File: src/rtl/softint_pkg.sv
package softint_pkg;
  // strobes decoded from the register port, one per action
  typedef struct packed {
    logic rdPend;
    logic wrClr;
    logic wrSet;
  } regStrobe_t;
endpackage

File: src/rtl/softint_ctrl.sv
module softint_ctrl
  import softint_pkg::*;
#(
  parameter int ADDR_W   = 2,
  parameter int WORD_PND = 0,
  parameter int WORD_CLR = 1,
  parameter int WORD_SET = 2
) (
  input  logic              regValid,
  input  logic              regWrite,
  input  logic [ADDR_W-1:0] regAddr,
  output regStrobe_t        strobe
);
  always_comb begin
    strobe        = '0;
    strobe.rdPend = regValid && !regWrite && (regAddr == ADDR_W'(WORD_PND));
    strobe.wrClr  = regValid &&  regWrite && (regAddr == ADDR_W'(WORD_CLR));
    strobe.wrSet  = regValid &&  regWrite && (regAddr == ADDR_W'(WORD_SET));
  end
endmodule

File: src/rtl/softint_datapath.sv
module softint_datapath
  import softint_pkg::*;
#(
  parameter int                 DATA_W    = 32,
  parameter int                 LEVEL_W   = 4,
  parameter logic [DATA_W-1:0]  SOFT_MASK = 32'hFFFE_0000,
  parameter int                 ALIAS_SRC = 14,
  parameter int                 ALIAS_DST = 31,
  localparam int                NUM_LVL   = 1 << LEVEL_W,
  localparam int                LVL_SHIFT = DATA_W - NUM_LVL
) (
  input  logic               clk,
  input  logic               rstN,
  input  regStrobe_t         strobe,
  input  logic [DATA_W-1:0]  regWdata,
  input  logic               hwSetValid,
  input  logic [LEVEL_W-1:0] hwSetLevel,
  input  logic               hwClrValid,
  input  logic [LEVEL_W-1:0] hwClrLevel,
  output logic [DATA_W-1:0]  pendWord,
  output logic [DATA_W-1:0]  regRdata,
  output logic [NUM_LVL-1:0] softLevels
);
  logic [DATA_W-1:0] hwSetVec, hwClrVec;
  logic [DATA_W-1:0] aliasVec, swClrVec, swSetVec;
  logic [DATA_W-1:0] afterHw, pendNext;

  // one-hot decode of the level-encoded hardware requests
  for (genvar i = 0; i < DATA_W; i++) begin : g_bit
    if (i < NUM_LVL) begin : g_lvl
      assign hwSetVec[i] = hwSetValid && (hwSetLevel == LEVEL_W'(i));
      assign hwClrVec[i] = hwClrValid && (hwClrLevel == LEVEL_W'(i));
    end else begin : g_none
      assign hwSetVec[i] = 1'b0;
      assign hwClrVec[i] = 1'b0;
    end
  end

  always_comb begin
    aliasVec            = '0;
    aliasVec[ALIAS_DST] = regWdata[ALIAS_SRC];
    // alias is merged before masking
    swClrVec = strobe.wrClr ? ((regWdata | aliasVec) & SOFT_MASK) : '0;
    swSetVec = strobe.wrSet ? (regWdata & SOFT_MASK) : '0;
    // hardware first (clear wins over set), software on top
    afterHw  = (pendWord | hwSetVec) & ~hwClrVec;
    pendNext = (afterHw & ~swClrVec) | swSetVec;
  end

  always_ff @(posedge clk) begin
    if (!rstN) pendWord <= '0;
    else       pendWord <= pendNext;
  end

  assign regRdata   = strobe.rdPend ? pendWord : '0;
  assign softLevels = NUM_LVL'((pendWord & SOFT_MASK) >> LVL_SHIFT);
endmodule

File: src/rtl/cpu_softint_reg.sv
module cpu_softint_reg
  import softint_pkg::*;
#(
  parameter int                 DATA_W    = 32,
  parameter int                 ADDR_W    = 2,
  parameter int                 LEVEL_W   = 4,
  parameter logic [DATA_W-1:0]  SOFT_MASK = 32'hFFFE_0000,
  parameter int                 ALIAS_SRC = 14,
  parameter int                 ALIAS_DST = 31,
  localparam int                NUM_LVL   = 1 << LEVEL_W
) (
  input  logic               clk,
  input  logic               rstN,
  input  logic               regValid,
  input  logic               regWrite,
  input  logic [ADDR_W-1:0]  regAddr,
  input  logic [DATA_W-1:0]  regWdata,
  output logic [DATA_W-1:0]  regRdata,
  input  logic               hwSetValid,
  input  logic [LEVEL_W-1:0] hwSetLevel,
  input  logic               hwClrValid,
  input  logic [LEVEL_W-1:0] hwClrLevel,
  output logic [NUM_LVL-1:0] softLevels
);
  regStrobe_t        strobe;
  logic [DATA_W-1:0] pendWord;

  softint_ctrl #(.ADDR_W(ADDR_W)) u_ctrl (
    .regValid (regValid),
    .regWrite (regWrite),
    .regAddr  (regAddr),
    .strobe   (strobe)
  );

  softint_datapath #(
    .DATA_W(DATA_W), .LEVEL_W(LEVEL_W), .SOFT_MASK(SOFT_MASK),
    .ALIAS_SRC(ALIAS_SRC), .ALIAS_DST(ALIAS_DST)
  ) u_dp (
    .clk        (clk),
    .rstN       (rstN),
    .strobe     (strobe),
    .regWdata   (regWdata),
    .hwSetValid (hwSetValid),
    .hwSetLevel (hwSetLevel),
    .hwClrValid (hwClrValid),
    .hwClrLevel (hwClrLevel),
    .pendWord   (pendWord),
    .regRdata   (regRdata),
    .softLevels (softLevels)
  );
endmodule

File: config.mk
export PLATFORM = sky130hd
export DESIGN_NAME = cpu_softint_reg
export DESIGN_NICKNAME = d
export VERILOG_FILES = /design/src/rtl/softint_pkg.sv /design/src/rtl/softint_ctrl.sv /design/src/rtl/softint_datapath.sv /design/src/rtl/cpu_softint_reg.sv
export SDC_FILE = /design/constraint.sdc
export NUM_CORES = 1
export LEC_CHECK = 0
export BUFFER_PORTS_ARGS = -buffer_cell sky130_fd_sc_hd__buf_2
export CORE_AREA = 5 5 73 75
export CTS_CLUSTER_SIZE = 40
export DETAILED_ROUTE_END_ITERATION = 6
export DIE_AREA = 0 0 78 80
export PLACE_DENSITY = 0.74
export SLEW_MARGIN = 5
export SYNTH_ARGS = -nofsm -noshare
export SYNTH_HDL_FRONTEND = slang
export SYNTH_HIERARCHICAL = 1
export SYNTH_SLANG_ARGS = --single-unit
File: constraint.sdc
create_clock -name clk -period 1.1 [get_ports clk]
set_clock_uncertainty 0.05 [all_clocks]
set_input_delay 0.22 -clock clk [delete_from_list [all_inputs] [get_ports clk]]
set_output_delay 0.22 -clock clk [all_outputs]
set_load 0.02 [all_outputs]
# --- Yosys cells after proc, flatten, opt, wreduce, memory -nomap -nowiden ---
# Index checks and enable logic that the tools add are counted.
op_classes:
  n_bitwise: 7
  muxes: 3
  reduce_logical: 41
  n_eq_ne: 32
op_table:
  columns: ["op", "n"]
  rows:
  - ["$mux W32", 3]
  - ["$and A32 B32 Y32", 2]
  - ["$eq A4 B4 Y1 const B", 16]
  - ["$or A32 B32 Y32", 2]
  - ["$logic_and A1 B1 Y1", 37]
  - ["$eq A4 B3 Y1 const B", 8]
  - ["$not A16 Y32", 1]
  - ["$not A32 Y32", 1]
  - ["$or A32 B16 Y32", 1]
  - ["$eq A4 B2 Y1 const B", 4]
  - ["$eq A4 B1 Y1 const B", 2]
  - ["$logic_not A4 Y1", 2]
  - ["$eq A2 B1 Y1 const B", 1]
  - ["$eq A2 B2 Y1 const B", 1]
  - ["$logic_not A2 Y1", 1]
  - ["$logic_not A1 Y1", 1]
word_totals:
  wordCells: 84
  out_inout_bits: 48
  regBits: 32

# --- Depth between registers and ports, before layout ---
# Gate-level depths: netlist of run 1.
logic_depth:
  word_depth: 6
  depth_mapped: 5
  mapped_depth_nobuf: 4

# --- Cells and area by module ---
# Netlist of run 1, hierarchy kept.
modules_own_cells:
  columns: ["module", "cells_each", "n_inst", "area_per_inst_um2"]
  rows:
  - ["softint_datapath", 213, 1, 1719.1]
  - ["softint_ctrl", 3, 1, 35.0]

# --- Worst setup path before layout of run 1 ---
# No wires, ideal clock.
synth_timing:
  path_kind: "in2out"
  startpoint: "input regWrite"
  endpoint: "output regRdata[0]"
  t_required_ns: 0.830
  arrival_ns: 1.030
  path_stages: 3
  n_path_buf: 1
  setup_slack_ns: -0.200
  cell_sequence: "nor4b_2 clkbuf_1 and2_1"
synth_via:
  elab_chain_len: 4
synth_lines:
  columns: ["item", "line", "text"]
  rows:
  - ["start, declared", "cpu_softint_reg.sv:15", "input logic regWrite,"]
  - ["$logic_not A1 Y1", "softint_ctrl.sv:16", "strobe.rdPend = regValid && !regWrite && (regAddr == ADDR_W'(WORD_PND));"]
  - ["$logic_and A1 B1 Y1 (2 in series)", "softint_ctrl.sv:16", null]
  - ["$mux W32", "softint_datapath.sv:55", "assign regRdata = strobe.rdPend ? pendWord : '0;"]
  - ["end, declared", "cpu_softint_reg.sv:18", "output logic [DATA_W-1:0] regRdata,"]
# No other way between the ends.

==> results of run 1 <==
==> final cells by class <==
| class | instances | share of cell area (%) |
|---|---|---|
| clock inverters | 1 | 0.1912 |
| repair buffers | 92 | 32.22 |
| well taps | 54 | 2.581 |
| flip-flops and latches | 31 | 24.28 |
| clock buffers | 6 | 3.155 |
| inverters | 1 | 0.1434 |
| multi-input cells | 144 | 37.43 |
==> power by group through the flow <==
stage	Clock, mW	Sequential, mW	Combinational (mW)
after floorplan	0	1.18	0.166
after global placement	0	1.19	0.284
after detailed placement	0	1.19	0.288
after CTS	0.925	1.16	0.292
after global routing	0.973	1.17	0.384
final	0.897	1.17	0.351
==> final timing paths <==
path	startpoint	endpoint	slack (ns)	depth (start not counted)
hold / removal	regWdata[30]	u_dp/pendWord[30]$_SDFF_PN0_	0.18	3
setup / recovery	regAddr[0]	regRdata[23]	-0.37	6
hold reg to reg	u_dp/pendWord[10]$_SDFF_PN0_	u_dp/pendWord[10]$_SDFF_PN0_	0.43	2
setup reg to reg	u_dp/pendWord[14]$_SDFF_PN0_	u_dp/pendWord[14]$_SDFF_PN0_	0.33	2
==> repair_timing <==
item,CTS,global route
gates resized for setup,36,110
buffers inserted,0,1
pin swaps,1,5
cloned,0,4
endpoints found under the setup margin,48,52
==> worst max-delay path, cell delays in order <==
cell,delay (ns)
buf_6,0.10
nor4b_4,0.28
buf_6,0.20
clkbuf_16,0.16
and2_4,0.13
buf_6,0.11
==> per-layer routing <==
layer	vias up	routed length [um]
met1	767	2112
met3	5	378
met2	81	2549
met4	0	49
li1	817	-
met5	-	0
==> metrics by stage <==
step | utilization [%] | instance area [sq um] | setup slack [ns]
floorplan | - | 1690 | -0.07965
global placement | 44.90 | 2064 | -0.3863
detailed placement | 44.90 | 2064 | -0.3992
CTS | 49.17 | 2261 | -0.3541
global route | 56.93 | 2618 | -0.4089
finish | 56.93 | 2618 | -0.3655
==> reports/qor.log, run 1 <==
INFO  timing         timing_hold_violations_final=0
INFO  pwr            static-leakage-power=1.139nW
INFO  grt            grtUsageTotal=13.88%
INFO  pwr            power.density_cell_area=922.2mW/mm^2
INFO  finish         n_antenna_cell=0
INFO  worst_setup_path worstPathMaxFanout=7
INFO  finish         post_route_cells_drive_above_1_share=57.45%
INFO  grt            grt_max_degree=32
INFO  floorplan      chipWidth=78um
INFO  pwr            intPower=1.809mW
INFO  place          buffer_ports.inserted=77
INFO  floorplan      initial_core_util=35.54%
INFO  synthesis      mappedNetlistArea=0.001634sqmm
INFO  worst_setup_path end_kind=output pin
INFO  floorplan      die_area=0.006240sqmm
INFO  grt            via_count_of_the_first_global_routing_pass=1518
INFO  finish         largest_register_ffs=31
INFO  route          vias=1670
INFO  synthesis      syn_avg_cell_area=8.170squm
INFO  pwr            swShare=25.04%
INFO  route          drt_first_iter_violations=31
INFO  floorplan      pin_count=96
INFO  status         run_status=complete, but fails checks
INFO  floorplan      core_area=0.004598sqmm
INFO  grt            grt_remaining_overflow=0
INFO  finish         final_nets=323
INFO  clocking       worst_skew_pair.late_latency=0.27ns
INFO  flow_run       drv_cap=0
INFO  pwr            register_share_of_total_power=48.3%
INFO  worst_setup_path critical_path_arrival=1.20ns
INFO  clocking       cts_hold_buf=0
INFO  place          hpwlAfterDp=3157um
INFO  grt            antenna_found_initial=0
INFO  floorplan      die_height=80um
INFO  timing         grt_setup_unrepaired=yes
INFO  pwr            switching_power_total=0.6045mW
INFO  clocking       cts.reportedPaths.clkPinSlew=0.06ns
INFO  pwr            power.combinational.fraction=14.5%
INFO  timing         fmaxAchievable=0.6824GHz
INFO  timing         timing.final.max_slew_violations=0
INFO  finish         most_common_cell_after_layout_fill_and_taps_aside=buf_6
INFO  route          post_drt_antenna_nets=0
INFO  grt            fraction_of_met2_tracks_used_by_global_routing=23.54%
INFO  route          postRouteWirelength=5089um
INFO  timing         fin_ws=-0.3655ns
INFO  finish         final-seq-area=635.6squm
INFO  timing         final_min_period_over_clock_period=133.2%
INFO  clocking       cts_tree=yes
INFO  route          detailedRoute.firstPassIterationCount=4
INFO  clocking       clockRootBuffer=clkbuf_8
INFO  place          gp_routability_congestion=0.8272
INFO  timing         timing.setup.tns=-10.85ns
INFO  worst_setup_path cp.required=0.83ns
INFO  clocking       tritoncts_num_sinks=31
INFO  grt            grt_pass1_wl=7038um
INFO  grt            grt_busiest_layer=met2
INFO  worst_hold_path hold_path_class=primary input to register
INFO  pwr            power_frac_clock=37.2%
INFO  route          post-route-drc-count=0
INFO  finish         multi_input_area=979.7squm
INFO  clocking       cts_max_level=2
INFO  finish         registers_with_the_most_flip_flops=u_dp/pendWord x31
INFO  clocking       number_of_buffers_between_clock_root_and_the_deepest_sink=2
INFO  clocking       numCtsBuffers=5
INFO  timing         whs=0.1796ns
INFO  route          post_drt_via_cell_ratio=5.076
INFO  worst_setup_path worst-setup-path-type=primary input to output pin
INFO  status         failed_checks=negative setup slack
INFO  pwr            design_power_total=2.414mW
INFO  finish         flow.area_growth_from_synthesis=60.18%
INFO  finish         regMostFlops=u_dp/pendWord
INFO  synthesis      yosys_warnings=6
INFO  grt            grt_use_met1=15.92%
INFO  finish         layout_common_cells=buf_6 (36), buf_2 (28), and2_4 (28), buf_4 (21), dfxtp_1 (19)
INFO  pwr            vdd.ir_drop.worst=713.1uV
INFO  synthesis      syn-instance-count=200
INFO  grt            met3_track_demand_over_resource_in_global_routing=5.643%
INFO  route          wl_per_cell=15.47um
INFO  place          placed_cells_incl_taps=317
INFO  finish         nFillCells=399
INFO  worst_setup_path worst_setup_path_start_kind=primary input
INFO  timing         final-setup-viol-count=32
INFO  floorplan      num_rows=25
INFO  finish         post_layout_nonfiller_instances=329
INFO  timing         final.min_clock_period=1.465ns
Note: power is estimated with default switching activity, not from simulation.
==> inputs of run 2 (changes only) <==
--- a/config.mk
+++ b/config.mk
@@ -11,6 +11,7 @@
 export DETAILED_ROUTE_END_ITERATION = 6
 export DIE_AREA = 0 0 78 80
 export PLACE_DENSITY = 0.74
+export SKIP_CTS_REPAIR_TIMING = 1
 export SLEW_MARGIN = 5
 export SYNTH_ARGS = -nofsm -noshare
 export SYNTH_HDL_FRONTEND = slang
==> run 2 against run 1 <==
  * The flow still finishes with violations (negative setup slack)
  * Register-to-register slack is essentially flat
  * Wire length fell by 3.7%
  * Design area is 1.1% lower
  * Via count decreased by 1.6%
  * Clock power barely moved
  * Sequential power hardly changed
  * Critical path type unchanged
  * Critical endpoint is now regRdata[5]
  * Highest routed layer unchanged
==> reports/qor.log, run 2 (synthesis results as in run 1) <==
INFO  pwr            power.density_cell_area=929.1mW/mm^2 [+0.75%]
INFO  route          met1_wire_length=2062um [-2.4%]
INFO  timing         timing_hold_violations_final=0 [unchanged]
INFO  route          vias=1644 [-1.6%]
INFO  grt            grt_pass1_wl=6679um [-5.1%]
INFO  route          post_drt_antenna_nets=0 [unchanged]
INFO  worst_hold_path hold_path_class=primary input to register
INFO  route          post_drt_via_cell_ratio=4.997 [-1.6%]
INFO  timing         fmaxAchievable=0.6855GHz [+0.46%]
INFO  worst_setup_path worst_setup_path_start_kind=primary input
INFO  clocking       tritoncts_num_sinks=31 [unchanged]
INFO  finish         most_common_cell_after_layout_fill_and_taps_aside=buf_6
INFO  finish         registers_with_the_most_flip_flops=u_dp/pendWord x31
INFO  finish         final_nets=323 [unchanged]
INFO  pwr            vdd.ir_drop.worst=699.8uV [-1.9%]
INFO  finish         flow.area_growth_from_synthesis=58.35%
INFO  clocking       cts_tree=yes
INFO  floorplan      die_area=0.006240sqmm [unchanged]
INFO  worst_setup_path end_kind=output pin
INFO  floorplan      initial_core_util=35.54% [unchanged]
INFO  grt            antenna_found_initial=0 [unchanged]
INFO  place          gp_routability_congestion=0.8272 [unchanged]
INFO  flow_run       drv_cap=0 [unchanged]
INFO  worst_setup_path worstPathMaxFanout=5 [-2]
INFO  finish         n_antenna_cell=0 [unchanged]
INFO  route          post-route-drc-count=0 [unchanged]
INFO  timing         final.min_clock_period=1.459ns [-0.006749 ns]
INFO  worst_setup_path most_common_cell_on_crit_path=buf_6
INFO  route          postRouteWirelength=4903um [-3.7%]
INFO  worst_hold_path whs_path_depth=3 [unchanged]
INFO  clocking       numCtsBuffers=5 [unchanged]
INFO  clocking       cts_max_level=2 [unchanged]
INFO  floorplan      die_height=80um [unchanged]
INFO  timing         timing.setup.tns=-10.54ns [+0.3062 ns]
INFO  status         failed_checks=negative setup slack
INFO  clocking       number_of_buffers_between_clock_root_and_the_deepest_sink=2 [unchanged]
INFO  grt            grt_remaining_overflow=0 [unchanged]
INFO  timing         final_min_period_over_clock_period=132.6% [-0.61 points]
INFO  floorplan      num_rows=25 [unchanged]
INFO  grt            grtUsageTotal=13.22% [-0.66 points]
INFO  finish         largest_register_ffs=31 [unchanged]
INFO  floorplan      core_area=0.004598sqmm [unchanged]
INFO  worst_setup_path critical_path_arrival=1.19ns [about the same]
INFO  finish         post_layout_nonfiller_instances=329 [unchanged]
INFO  finish         layout_common_cells=buf_6 (38), buf_2 (29), and2_4 (22), dfxtp_1 (22), buf_4 (20)
INFO  route          drt_first_iter_violations=33 [+6.5%]
INFO  worst_hold_path min_from=regWdata[20]
INFO  place          buffer_ports.inserted=77 [unchanged]
INFO  route          topRoutingLayerUsed=met4
INFO  route          detailroute.wirelength.met2=2410um [-5.5%]
INFO  finish         regMostFlops=u_dp/pendWord
INFO  timing         timing.final.max_slew_violations=0 [unchanged]
INFO  clocking       clockRootBuffer=clkbuf_8
INFO  worst_setup_path worst_path_largest_cell_delay=0.28ns [about the same]
INFO  worst_setup_path critical_path.reg2reg.endpoint=u_dp/pendWord[14]$_SDFF_PN0_
INFO  worst_setup_path critical_path.n_buffers_inverters=4 [unchanged]
INFO  timing         fin_ws=-0.3587ns [+0.006749 ns]
INFO  finish         post_route_cells_drive_above_1_share=55.64% [-1.8 points]
INFO  worst_setup_path crit_slowest_cell=nor4b_4
INFO  timing         final-setup-viol-count=31 [-3.1%]
INFO  clocking       cts.reportedPaths.clkPinSlew=0.06ns [about the same]
INFO  worst_setup_path worstRegToRegCells=2 [unchanged]
INFO  worst_setup_path crit_path_cell_chain=buf_6 > nor4b_4 > buf_6 > buf_6 > and2_4 > buf_6
INFO  timing         grt_setup_unrepaired=yes
INFO  grt            via_count_of_the_first_global_routing_pass=1480 [-2.5%]
INFO  floorplan      pin_count=96 [unchanged]
INFO  worst_setup_path worst-setup-path-type=primary input to output pin
INFO  route          detailroute.wirelength.met3=380um [+0.53%]
INFO  status         run_status=complete, but fails checks
INFO  route          wl_per_cell=14.90um [-3.7%]
INFO  worst_setup_path cp_top_delay_family=buffers and inverters
INFO  worst_setup_path critical_path.reg2reg.startpoint=u_dp/pendWord[14]$_SDFF_PN0_
INFO  worst_setup_path r2r_slack=0.33ns [about the same]
INFO  worst_hold_path min_to=u_dp/pendWord[20]$_SDFF_PN0_
INFO  place          hpwlAfterDp=3157um [unchanged]
INFO  place          placed_cells_incl_taps=317 [unchanged]
INFO  clocking       worst_skew_pair.late_latency=0.27ns [about the same]
INFO  grt            grt_max_degree=32 [unchanged]
INFO  route          detailedRoute.firstPassIterationCount=6 [+2]
INFO  floorplan      chipWidth=78um [unchanged]
INFO  pwr            static-leakage-power=1.134nW [-0.46%]
INFO  worst_setup_path cp.required=0.83ns [about the same]
## run 2: cell types whose count changed in the layout (fill, tap and decap cells not counted), moves of 2 or more
cell,change
nand2_2,-2
and2_4,-6
and2_2,+6
dfxtp_1,+3
buf_6,+2
dfxtp_2,-3
## run 2: how the worst max path moves through the flow
stage | startpoint | end | slack [ns] | depth (start not counted)
after floorplan | regWrite | regRdata[0] | -0.08 | 3
after global placement | regWrite | regRdata[1] | -0.39 | 5
after detailed placement | regAddr[0] | u_dp/pendWord[18]$_SDFF_PN0_ | -0.40 | 5
after CTS | regWrite | regRdata[1] | -0.38 | 5
after global routing | regAddr[0] | regRdata[17] | -0.41 | 6
final | regAddr[0] | regRdata[5] | -0.36 | 6
## run 2: tightest hold or removal path: stages
cell     delay [ns]
buf_2          0.10
a22oi_2        0.07
nor2b_1        0.09
## run 2: area by class of cell
cell class | count | area [sq um]
sequential | 31 | 631.9
clock buffer | 6 | 82.58
tap | 54 | 67.56
multi-input combinational | 144 | 973.4
clock inverter | 1 | 5.005
fill | 406 | 2011
timing repair buffer | 92 | 823.3
inverter | 1 | 3.754
## run 2: power by group
part | total [mW] | internal (mW) | switching (mW)
combinational | 0.343 | 0.168 | 0.176
clock | 0.895 | 0.490 | 0.405
sequential | 1.17 | 1.15 | 0.0174
total | 2.40 | 1.81 | 0.598
## run 2: through the flow
step           hold WS (ns)  power, mW  setup WS (ns)  area [sq um]  utilization [%]
3_5_place_dp         0.4184      1.474        -0.3992          2064            44.90
6_report             0.1796      2.404        -0.3587          2587            56.27
4_1_cts              0.1728      2.375        -0.3828          2152            46.80
5_1_grt              0.1812      2.523        -0.4056          2587            56.27
2_1_floorplan        0.2982      1.347       -0.07965          1690                -
3_3_place_gp         0.4121      1.470        -0.3863          2064            44.90
## run 2: per-layer routing
metal  vias up  track usage, %
met5         -               0
met4         0           4.223
met3         5           5.079
met2        66           21.95
met1       758           15.64
li1        815               -
